===== config.mk =====
export PLATFORM = sky130hd
export DESIGN_NAME = xs3_digit_adder
export DESIGN_NICKNAME = d
export VERILOG_FILES = /design/src/rtl/xs3_pkg.sv /design/src/rtl/xs3_nibble_add.sv /design/src/rtl/xs3_corr_sel.sv /design/src/rtl/xs3_digit_cell.sv /design/src/rtl/xs3_digit_adder.sv
export SDC_FILE = /design/constraint.sdc
export NUM_CORES = 1
export LEC_CHECK = 0
export BUFFER_PORTS_ARGS = -buffer_cell sky130_fd_sc_hd__buf_2
export CAP_MARGIN = 5
export CORE_AREA = 2 2 39 41
export DETAILED_ROUTE_END_ITERATION = 16
export DIE_AREA = 0 0 41 43
export PLACE_DENSITY = 0.72
export SLEW_MARGIN = 20
export SYNTH_ARGS = -nofsm -noshare
export SYNTH_HDL_FRONTEND = slang
export SYNTH_SLANG_ARGS = --single-unit

===== constraint.sdc =====
create_clock -name vclk -period 5.3
set_clock_uncertainty 0.15 [all_clocks]
set_input_delay 0.265 -clock vclk [all_inputs]
set_output_delay 0.265 -clock vclk [all_outputs]
set_load 0.05 [all_outputs]

===== src/rtl/xs3_pkg.sv =====
package xs3_pkg;
  localparam int DIGIT_W = 4;
  typedef logic [DIGIT_W-1:0] digit_t;
  // correction added to the raw nibble, selected by the raw binary carry
  localparam digit_t CORR_NO_CARRY = 4'b1101;
  localparam digit_t CORR_CARRY    = 4'b0011;
endpackage


===== src/rtl/xs3_nibble_add.sv =====
module xs3_nibble_add #(
  parameter int WIDTH = 4
) (
  input  logic [WIDTH-1:0] a_i,
  input  logic [WIDTH-1:0] b_i,
  input  logic             ci_i,
  output logic [WIDTH-1:0] s_o,
  output logic             co_o
);
  logic [WIDTH:0] total;

  always_comb begin
    total = {1'b0, a_i} + {1'b0, b_i} + {{WIDTH{1'b0}}, ci_i};
  end

  assign s_o  = total[WIDTH-1:0];
  assign co_o = total[WIDTH];
endmodule


===== src/rtl/xs3_corr_sel.sv =====
module xs3_corr_sel
  import xs3_pkg::*;
(
  input  logic   raw_carry_i,
  output digit_t corr_o
);
  always_comb begin
    corr_o = raw_carry_i ? CORR_CARRY : CORR_NO_CARRY;
  end
endmodule


===== src/rtl/xs3_digit_cell.sv =====
module xs3_digit_cell
  import xs3_pkg::*;
(
  input  digit_t aug_i,
  input  digit_t add_i,
  input  logic   carry_i,
  output digit_t sum_o,
  output logic   carry_o
);
  digit_t raw_sum;
  logic   raw_carry;
  digit_t corr;
  logic   unused_fix_carry;

  // stage one: plain binary add, result is the decimal sum offset by six
  xs3_nibble_add #(.WIDTH(DIGIT_W)) u_raw_add (
    .a_i  (aug_i),
    .b_i  (add_i),
    .ci_i (carry_i),
    .s_o  (raw_sum),
    .co_o (raw_carry)
  );

  xs3_corr_sel u_corr (
    .raw_carry_i (raw_carry),
    .corr_o      (corr)
  );

  // stage two: bring the offset back to three, carry discarded
  xs3_nibble_add #(.WIDTH(DIGIT_W)) u_fix_add (
    .a_i  (raw_sum),
    .b_i  (corr),
    .ci_i (1'b0),
    .s_o  (sum_o),
    .co_o (unused_fix_carry)
  );

  assign carry_o = raw_carry;
endmodule


===== src/rtl/xs3_digit_adder.sv =====
module xs3_digit_adder
  import xs3_pkg::*;
#(
  parameter int NUM_DIGITS = 2
) (
  input  logic [DIGIT_W*NUM_DIGITS-1:0] aug_i,
  input  logic [DIGIT_W*NUM_DIGITS-1:0] add_i,
  input  logic                          carry_i,
  output logic [DIGIT_W*NUM_DIGITS-1:0] sum_o,
  output logic                          carry_o
);
  logic [NUM_DIGITS:0] chain;

  assign chain[0] = carry_i;

  for (genvar g = 0; g < NUM_DIGITS; g++) begin : g_cell
    xs3_digit_cell u_cell (
      .aug_i   (aug_i[DIGIT_W*g +: DIGIT_W]),
      .add_i   (add_i[DIGIT_W*g +: DIGIT_W]),
      .carry_i (chain[g]),
      .sum_o   (sum_o[DIGIT_W*g +: DIGIT_W]),
      .carry_o (chain[g+1])
    );
  end

  assign carry_o = chain[NUM_DIGITS];
endmodule


## Word level (Yosys, flattened, before mapping)

Index checks and enable logic that the tools add are counted.

- Muxes and demuxes: 2
- $add $sub $neg: 6

Operators by type and width:

| operator | number |
|---|---|
| adder 4 x 4 -> 5 bit | 2 |
| adder 5 x 1 -> 5 bit | 2 |
| adder 4 bit | 2 |
| 2-to-1 mux 4 bit | 2 |

- Flip-flop bits (word level): 0
- Input bits: 17
- Logic and storage cells: 8

## Logic depth before layout (Yosys ltp)

Gate-level depths: netlist of run 1.

- Depth in word-level cells: 5
- Mapped depth: 18
- Gate-level depth less buffers: 18

## Modules after synthesis

Synthesis of run 1 repeated with hierarchy kept, for this count alone.

- Cell total of the unflattened synthesis: 76
- Area, all modules: 643.1 sq um

Modules (own cells, without submodules):

| module | times used | cells each | area an instance (sq um) | seq. area each (sq um) |
|---|---|---|---|---|
| xs3_nibble_add | 4 | 16 | 143.9 | 0.0 |
| xs3_corr_sel | 2 | 5 | 30.0 | 0.0 |
| xs3_digit_cell | 2 | 1 | 3.8 | 0.0 |

## Least setup slack after synthesis of run 1

No wires, ideal clock.

- Path type: input to output
- Start: input port aug_i[0]
- End: output port sum_o[7]
- Stages: 18
- Setup slack: 0.826 ns
- Data required time: 4.885 ns
- Arrival time: 4.059 ns
- Cells stage by stage: fa_1 inv_1 fa_1 nor2b_1 o21ai_0 nor2b_1 inv_1 fa_1 inv_1 fa_1 nor2b_1 o21ai_2 nand2b_2 inv_1 ha_1 a31o_2 a31oi_4 xnor2_1

- Longest elaborated chain between the ends: 5

RTL lines:

| element | line | text |
|---|---|---|
| start: declaration | xs3_digit_adder.sv:6 | `input logic [DIGIT_W*NUM_DIGITS-1:0] aug_i,` |
| adder 4 x 4 -> 5 bit | xs3_nibble_add.sv:13 | `total = {1'b0, a_i} + {1'b0, b_i} + {{WIDTH{1'b0}}, ci_i};` |
| adder 5 x 1 -> 5 bit (2 in series) | xs3_nibble_add.sv:13 |  |
| net carry_o | xs3_digit_adder.sv:10 | `output logic carry_o` |
| 2-to-1 mux 4 bit | xs3_corr_sel.sv:8 | `corr_o = raw_carry_i ? CORR_CARRY : CORR_NO_CARRY;` |
| adder 4 bit | xs3_nibble_add.sv:13 |  |
| end: declaration | xs3_digit_adder.sv:9 | `output logic [DIGIT_W*NUM_DIGITS-1:0] sum_o,` |

The timed path passes the listed nets, and every way through them passes these cells.

## Worst setup path after layout of run 1

- Start: input port aug_i[0]
- End: output port sum_o[7]

- Longest elaborated chain between the ends: 5

RTL lines:

| element | line |
|---|---|
| adder 4 x 4 -> 5 bit * | xs3_nibble_add.sv:13 |
| adder 5 x 1 -> 5 bit * (2 in series) | xs3_nibble_add.sv:13 |
| 2-to-1 mux 4 bit | xs3_corr_sel.sv:8 |
| adder 4 bit * | xs3_nibble_add.sv:13 |

Mark *: on every way between the ends. The rest lies on a longest branch, timed or not.

==> results.yml, run 1 <==
critical_path:
  cp.required_ns: 4.89
  worst-path-max-fanout: 5
  cp-start-kind: "input pin"
  crit_type: "in -> out"
  arrival_ns: 3.99
  cp-end-kind: "output pin"
synth:
  ys_top_cells_by_area: "ha_1, fa_1, xnor2_1"
  synthCells: 65
  avgSynthCellArea_um2: 8.87
  yosys_warnings: 0
  synth_fp_nets: 97
  synth_cell_types: 21
  yosys.area.top_type: "ha_1"
  ys_seq_area_frac: 0
  synth_top_area_frac: 0.217
  netlist_area_um2: 577
flow_run:
  drv_cap: 0
detailed_routing:
  drt_iter0_drc: 2
  drt_pass1_iterations: 2
  antenna_left: 0
  wirelength_mm: 1.02
  via_per_inst: 4.83
  wl_per_cell_um: 9.52
  drcViolationCount: 0
  vias: 517
global_routing:
  first_global_vias: 460
  grt_max_degree: 6
  antenna_found_initial: 0
  grt-ovfl-total: 0
  grt_pass1_wl_mm: 1.59
  grt.total_usage: 0.119
placed_design:
  placed_cell_area_um2: 727
  io_buffers: 26
  globalplace.congestion: 0.677
  dp_hpwl_mm: 1.00
final_layout:
  fill_cells: 138
  final_util: 0.525
  drive_gt1_frac: 0.374
  n_antenna_cell: 0
  final_area_um2: 727
  fin_nets: 125
  layout_commonest_cell: "buf_2"
  layout_common_cells: "buf_2, inv_1, ha_1"
  seq_area_um2: 0
  synthToLayoutAreaGrowth_pct: 26.0
  multiInputGateArea_um2: 528
  design.seq.count: 0
  n_clock_buffer: 0
floorplanning:
  die-area_um2: 1760
  rows: 14
  start_util: 0.417
  core_um2: 1380
  io_pins: 26
  die_w_um: 41
  die_h_um: 43
pwr:
  ir_worst_vdd_mv: 0.121
  power.leakage_nw: 0.382
  power_density_nw_per_um2: 334
timing:
  min_period_over_period: 0.830
  fmax_mhz: 227
  worst_pin_slew_ns: 0.283
  fin_crit_ns: 4.40
  fin_setup_tns_ns: 0
  slew_headroom: 0.809
  setup_viol: 0
  maxSlewViolCount: 0
  rsz0062_at_grt: "false"
  hold_violations: 0
worst_hold_path:
  hold_path.class: "in -> out"
  holdPathStages: 4
  hold_path_end: "sum_o[0]"
  hold_start: "carry_i"
clock_network:
  cts.repair.resized: 0
  cts_setup_buffers: 0
  cts_hold_buf: 0
status:
  status: "finished clean"
==> per-stage QoR <==
stage,cells,power [W],setup slack (ns),hold WS [ns]
final,107,0.000243,0.899,0.920
after detailed placement,107,0.000246,0.860,0.928
after global routing,107,0.000263,0.576,0.945
after floorplan,65,0.000201,0.826,0.753
after CTS,107,0.000246,0.860,0.928
after global placement,107,0.000241,0.932,0.916
==> where the power goes <==
| group | internal, W | total (W) | switching (W) |
|---|---|---|---|
| Combinational | 0.0000755 | 0.000243 | 0.000167 |
| Sequential | 0 | 0 | 0 |
| Clock | 0 | 0 | 0 |
==> logic make-up (layout without fill, tap and decap cells) <==
logic type | after synthesis | count (layout) | share of synthesized area
buffers and inverters | 13 | 39 | 0.0846
AOI/OAI and AO/OA | 13 | 13 | 0.204
adders and majority gates | 15 | 15 | 0.390
muxes | 2 | 2 | 0.0347
xor gates and xnor gates | 9 | 9 | 0.137
and+or+nand+nor | 13 | 13 | 0.150
==> layout make-up <==
| type | instances | area share |
|---|---|---|
| Inverter | 13 | 0.0671 |
| Multi-Input combinational cell | 52 | 0.726 |
| Tap cell | 16 | 0.0275 |
| Timing Repair Buffer | 26 | 0.179 |
==> synthesized netlist by cell type <==
library cell / n
fa_1: 5
xnor2_1: 7
a21oi_1: 1
o21ai_0: 2
nand2_1: 1
a21o_1: 1
xor2_1: 2
o311ai_1: 1
o21ai_1: 1
a31o_2: 1
nor2b_1: 7
nand4b_1: 2
inv_1: 13
nand2b_1: 2
mux2i_1: 2
nand2b_2: 1
ha_1: 10
a31oi_4: 1
a21oi_2: 3
o311ai_2: 1
o21ai_2: 1
==> routing by layer <==
metal	GRT usage	vias to the layer above	routed length, µm
met5	0	-	0
met3	0	0	48
met4	0	0	0
met1	0.129	234	381
met2	0.244	12	589
li1	-	271	-
==> worst max-delay path, cell delays in order <==
cell and delay, ns:
buf_2 0.11, fa_1 0.45, inv_1 0.09, fa_1 0.24
nor2b_1 0.06, o21ai_0 0.12, nor2b_1 0.30, inv_1 0.13
fa_1 0.42, inv_1 0.08, fa_1 0.24, nor2b_1 0.07
o21ai_2 0.13, nand2b_2 0.13, inv_1 0.08, ha_1 0.29
a31o_2 0.24, a31oi_4 0.14, xnor2_1 0.12, buf_2 0.27
==> worst max-delay path by stage <==
stage,endpoint,startpoint,cells past startpoint
global route,sum_o[7],aug_i[0],20
finish,sum_o[7],aug_i[0],20
floorplan,sum_o[7],aug_i[0],18
detailed placement,sum_o[7],aug_i[0],20
CTS,sum_o[7],aug_i[0],20
global placement,sum_o[7],aug_i[0],20
Note: power is estimated with default switching activity, not from simulation.
==> run 2, diff against run 1 <==
--- a/config.mk
+++ b/config.mk
@@ -5,12 +5,13 @@
 export SDC_FILE = /design/constraint.sdc
 export NUM_CORES = 1
 export LEC_CHECK = 0
+export ABC_AREA = 1
 export BUFFER_PORTS_ARGS = -buffer_cell sky130_fd_sc_hd__buf_2
 export CAP_MARGIN = 5
-export CORE_AREA = 2 2 39 41
+export CORE_MARGIN = 1.5
+export CORE_UTILIZATION = 45
 export DETAILED_ROUTE_END_ITERATION = 16
-export DIE_AREA = 0 0 41 43
-export PLACE_DENSITY = 0.72
+export PLACE_DENSITY = 0.76
 export SLEW_MARGIN = 20
 export SYNTH_ARGS = -nofsm -noshare
 export SYNTH_HDL_FRONTEND = slang
==> constraint.sdc (replaced) <==
create_clock -name vclk -period 3.7
set_clock_uncertainty 0.15 [all_clocks]
set_input_delay 0.185 -clock vclk [all_inputs]
set_output_delay 0.185 -clock vclk [all_outputs]
set_load 0.05 [all_outputs]
==> results.yml, run 2 <==
floorplanning:
  die_h_um: 39.7
  core_um2: 1280
  io_pins: 26
  start_util: 0.471
  rows: 13
  die_w_um: 39.7
  die-area_um2: 1570
final_layout:
  fin_nets: 157
  seq_area_um2: 0
  n_antenna_cell: 0
  fill_cells: 124
  layout_common_cells: "inv_1, buf_2, nand2_1"
  drive_gt1_frac: 0.317
  synthToLayoutAreaGrowth_pct: 29.1
  n_clock_buffer: 0
  final_area_um2: 782
  layout_commonest_cell: "inv_1"
  design.seq.count: 0
synth:
  ys_seq_area_frac: 0
  yosys_warnings: 0
  synth_top_area_frac: 0.207
  ys_top_cells_by_area: "ha_1, inv_1, fa_1"
  yosys.area.top_type: "ha_1"
  synth_cell_types: 18
  synthCells: 94
  yosysMostFrequentCell: "inv_1"
  synthTopCellsByCount: "inv_1, nand2_1, ha_1"
  avgSynthCellArea_um2: 6.44
  synth_fp_nets: 126
  netlist_area_um2: 606
critical_path:
  arrival_ns: 3.15
  cp.depth: 20
  crit_chain: "buf_2 > fa_1 > inv_1 > fa_1 > o21a_1 > nor2_2 > fa_1 > inv_1 > fa_1 > inv_2 > nand3_2 > nand2_2 > inv_1 > ha_1 > nand2_1 > nand3b_2 > nand2_1 > nand2_1 > nand2_1 > clkbuf_4"
  crit_type: "in -> out"
  cp-start-kind: "input pin"
  slowest_stage: "fa_1"
  cp-end-kind: "output pin"
  cp.required_ns: 3.37
  crit_buf_inv: 6
  worst-path-max-fanout: 3
  slowest_delay_ns: 0.41
  path_delay_family: "adder cells"
timing:
  rsz0062_at_grt: "false"
  fmax_mhz: 287
  slew_headroom: 0.847
  setup_viol: 0
  min_period_over_period: 0.942
  worst_slack_ns: 0.214
  fin_setup_tns_ns: 0
  worst_pin_slew_ns: 0.228
  hold_violations: 0
  fin_crit_ns: 3.49
  maxSlewViolCount: 0
detailed_routing:
  wl_per_cell_um: 7.33
  vias: 617
  drt_iter0_drc: 1
  via_per_inst: 4.47
  drcViolationCount: 0
  wirelength_mm: 1.01
  antenna_left: 0
  drt_pass1_iterations: 2
global_routing:
  grt-ovfl-total: 0
  first_global_vias: 477
  antenna_found_initial: 0
  grt_pass1_wl_mm: 1.66
  grt.total_usage: 0.146
  grt_max_degree: 6
pwr:
  ir_worst_vdd_mv: 0.256
  power.leakage_nw: 0.521
  power_density_nw_per_um2: 443
  power_w: 0.000347
clock_network:
  cts.repair.resized: 0
  cts_setup_buffers: 0
  cts_hold_buf: 0
placed_design:
  io_buffers: 26
  dp_hpwl_mm: 1.01
  dpl_worst_slack_ns: 0.132
  globalplace.congestion: 0.772
  placed_cell_area_um2: 777
flow_run:
  drv_cap: 0
worst_hold_path:
  hold_start: "carry_i"
  hold_path_end: "sum_o[0]"
  hold_path.class: "in -> out"
  holdPathStages: 4
status:
  status: "finished clean"
## run 2: cell count changes in the layout (fill, tap and decap cells not counted), sizes merged, moves of 4 or more
cell and delta:
nand3 +7, nand2 +25, nor2b -7, xnor2 -4, inv +16, nor2 +6
## run 2: metrics by stage
step	hold slack (ns)	instances	utilization
final	0.747	138	0.609
after floorplan	0.592	94	-
after detailed placement	0.748	138	0.605
after global placement	0.747	138	0.605
after CTS	0.749	138	0.605
after global routing	0.794	138	0.609
## run 2: report_power, final
part | switching (W) | internal, W | leakage, nW | total (W)
clock network | 0 | 0 | 0 | 0
logic | 0.000240 | 0.000107 | 0.521 | 0.000347
registers | 0 | 0 | 0 | 0
## run 2: cell type report
| type | instances | area (µm²) | share of cell area |
|---|---|---|---|
| timing repair buffer | 29 | 155 | 0.198 |
| tap | 15 | 18.8 | 0.0240 |
| multi-input combinational | 65 | 499 | 0.638 |
| inverter | 29 | 109 | 0.139 |
## run 2: tightest hold or removal path, delay by kind of cell
kind,cells,cell delay (ns)
adder cells (fa/ha/maj),1,0.16
buffers and inverters,3,0.36
## run 2: routing by layer
layer | GRT usage | up-vias | wire, µm
met5 | 0 | - | 0
met4 | 0 | 0 | 0
met3 | 0 | 0 | 19
met2 | 0.303 | 11 | 571
met1 | 0.171 | 268 | 420
li1 | - | 338 | -
## run 2: how the worst max path moves through the flow
stage / slack (ns) / startpoint / to
global route: 0.002 / aug_i[0] / sum_o[7]
detailed placement: 0.13 / aug_i[0] / sum_o[7]
global placement: 0.19 / aug_i[0] / sum_o[7]
CTS: 0.12 / aug_i[0] / sum_o[7]
finish: 0.21 / aug_i[0] / sum_o[7]
floorplan: 0.03 / aug_i[0] / sum_o[7]
## run 2: logic make-up (layout without fill, tap and decap cells)
group                      Yosys count  count (layout)  synth area share
and+or+nand+nor                     41              41             0.318
buffers and inverters               29              58             0.180
adders and majority gates           15              15             0.372
AOI/OAI and AO/OA                    4               4            0.0434
xor gates and xnor gates             4               4            0.0703
muxes                                1               1            0.0165
==> run 3, diff against run 2 <==
--- a/config.mk
+++ b/config.mk
@@ -11,8 +11,9 @@
 export CORE_MARGIN = 1.5
 export CORE_UTILIZATION = 45
 export DETAILED_ROUTE_END_ITERATION = 16
-export PLACE_DENSITY = 0.76
+export PLACE_DENSITY = 0.7
 export SLEW_MARGIN = 20
 export SYNTH_ARGS = -nofsm -noshare
 export SYNTH_HDL_FRONTEND = slang
+export SYNTH_HIERARCHICAL = 1
 export SYNTH_SLANG_ARGS = --single-unit
==> constraint.sdc (replaced) <==
create_clock -name vclk -period 4.1
set_clock_uncertainty 0.15 [all_clocks]
set_input_delay 0.205 -clock vclk [all_inputs]
set_output_delay 0.205 -clock vclk [all_outputs]
set_load 0.05 [all_outputs]
==> results.yml, run 3 <==
final_layout:
  multiInputGateArea_um2: 554
  n_antenna_cell: 0
  synthToLayoutAreaGrowth_pct: 16.6
  fill_cells: 148
  n_clock_buffer: 0
  fin_cells: 142
  layout_common_cells: "inv_1, buf_2, nand2_1"
  layout_commonest_cell: "inv_1"
  design.seq.count: 0
  seq_area_um2: 0
  drive_gt1_frac: 0.238
  fin_nets: 165
critical_path:
  crit_type: "in -> out"
  worst-path-max-fanout: 4
  crit_start: "aug_i[0]"
  cp-end-kind: "output pin"
  arrival_ns: 3.28
  cp-start-kind: "input pin"
  cp.required_ns: 3.74
global_routing:
  antenna_found_initial: 0
  grt.total_usage: 0.146
  grt-ovfl-total: 0
  first_global_vias: 606
  grt_pass1_wl_mm: 2.21
  grt_max_degree: 6
timing:
  fin_setup_tns_ns: 0
  fin_crit_ns: 3.64
  hold_violations: 0
  fmax_mhz: 275
  maxSlewViolCount: 0
  min_period_over_period: 0.888
  rsz0062_at_grt: "false"
  setup_viol: 0
pwr:
  power.leakage_nw: 0.521
  ir_worst_vdd_mv: 0.250
  power_density_nw_per_um2: 408
floorplanning:
  start_util: 0.471
  die_h_um: 42.5
  io_pins: 26
  core_um2: 1490
  die_w_um: 42.5
  rows: 14
  die-area_um2: 1800
placed_design:
  placed_cells: 142
  io_buffers: 26
  globalplace.congestion: 0.779
  dp_hpwl_mm: 1.13
flow_run:
  drv_cap: 0
detailed_routing:
  drt_iter0_drc: 11
  wl_per_cell_um: 8.55
  vias: 647
  wirelength_mm: 1.21
  antenna_left: 0
  drcViolationCount: 0
  via_per_inst: 4.56
  drt_pass1_iterations: 4
clock_network:
  cts_setup_buffers: 0
  cts.repair.resized: 0
  cts_hold_buf: 0
worst_hold_path:
  hold_start: "add_i[7]"
  hold_path.class: "in -> out"
synth:
  yosys_warnings: 6
  synth_fp_nets: 143
  netlist_area_um2: 701
  synthCells: 106
  avgSynthCellArea_um2: 6.61
status:
  status: "finished clean"
run 3: routing by layer:
layer / up-vias / global-route usage / wire, µm
met5: - / 0 / 0
met4: 0 / 0 / 0
met3: 0 / 0 / 39
met2: 19 / 0.292 / 624
met1: 280 / 0.184 / 549
li1: 348 / - / -
run 3: worst paths after layout:
kind,to,depth (start not counted)
worst max-delay path,sum_o[7],15
worst min-delay path,carry_o,5
run 3: per-stage QoR:
stage	utilization	power (W)	hold WS [ns]	setup WS (ns)	cell area (µm²)
after global placement	0.549	0.000328	0.858	0.574	817
after CTS	0.549	0.000336	0.868	0.450	817
after floorplan	-	0.000282	0.648	0.263	712
final	0.549	0.000333	0.869	0.460	817
after detailed placement	0.549	0.000335	0.868	0.453	817
after global routing	0.549	0.000365	0.892	0.148	817
run 3: where the power goes:
group | total (W) | switching [W] | internal (W)
clock network | 0 | 0 | 0
logic | 0.000333 | 0.000234 | 0.0000993
registers | 0 | 0 | 0
total | 0.000333 | 0.000234 | 0.0000993
run 3: layout make-up:
type | count | area share
Inverter | 30 | 0.138
Tap cell | 16 | 0.0245
Timing Repair Buffer | 26 | 0.159
Multi-Input combinational cell | 70 | 0.678
run 3: critical path, stage by stage:
cell	delay, ns
buf_2	0.09
fa_1	0.21
inv_1	0.06
fa_1	0.40
o21ai_1	0.32
fa_1	0.28
inv_1	0.06
fa_1	0.42
o21ai_2	0.23
inv_1	0.09
ha_1	0.36
a21oi_1	0.16
nand3_1	0.09
nand2_1	0.06
buf_2	0.25
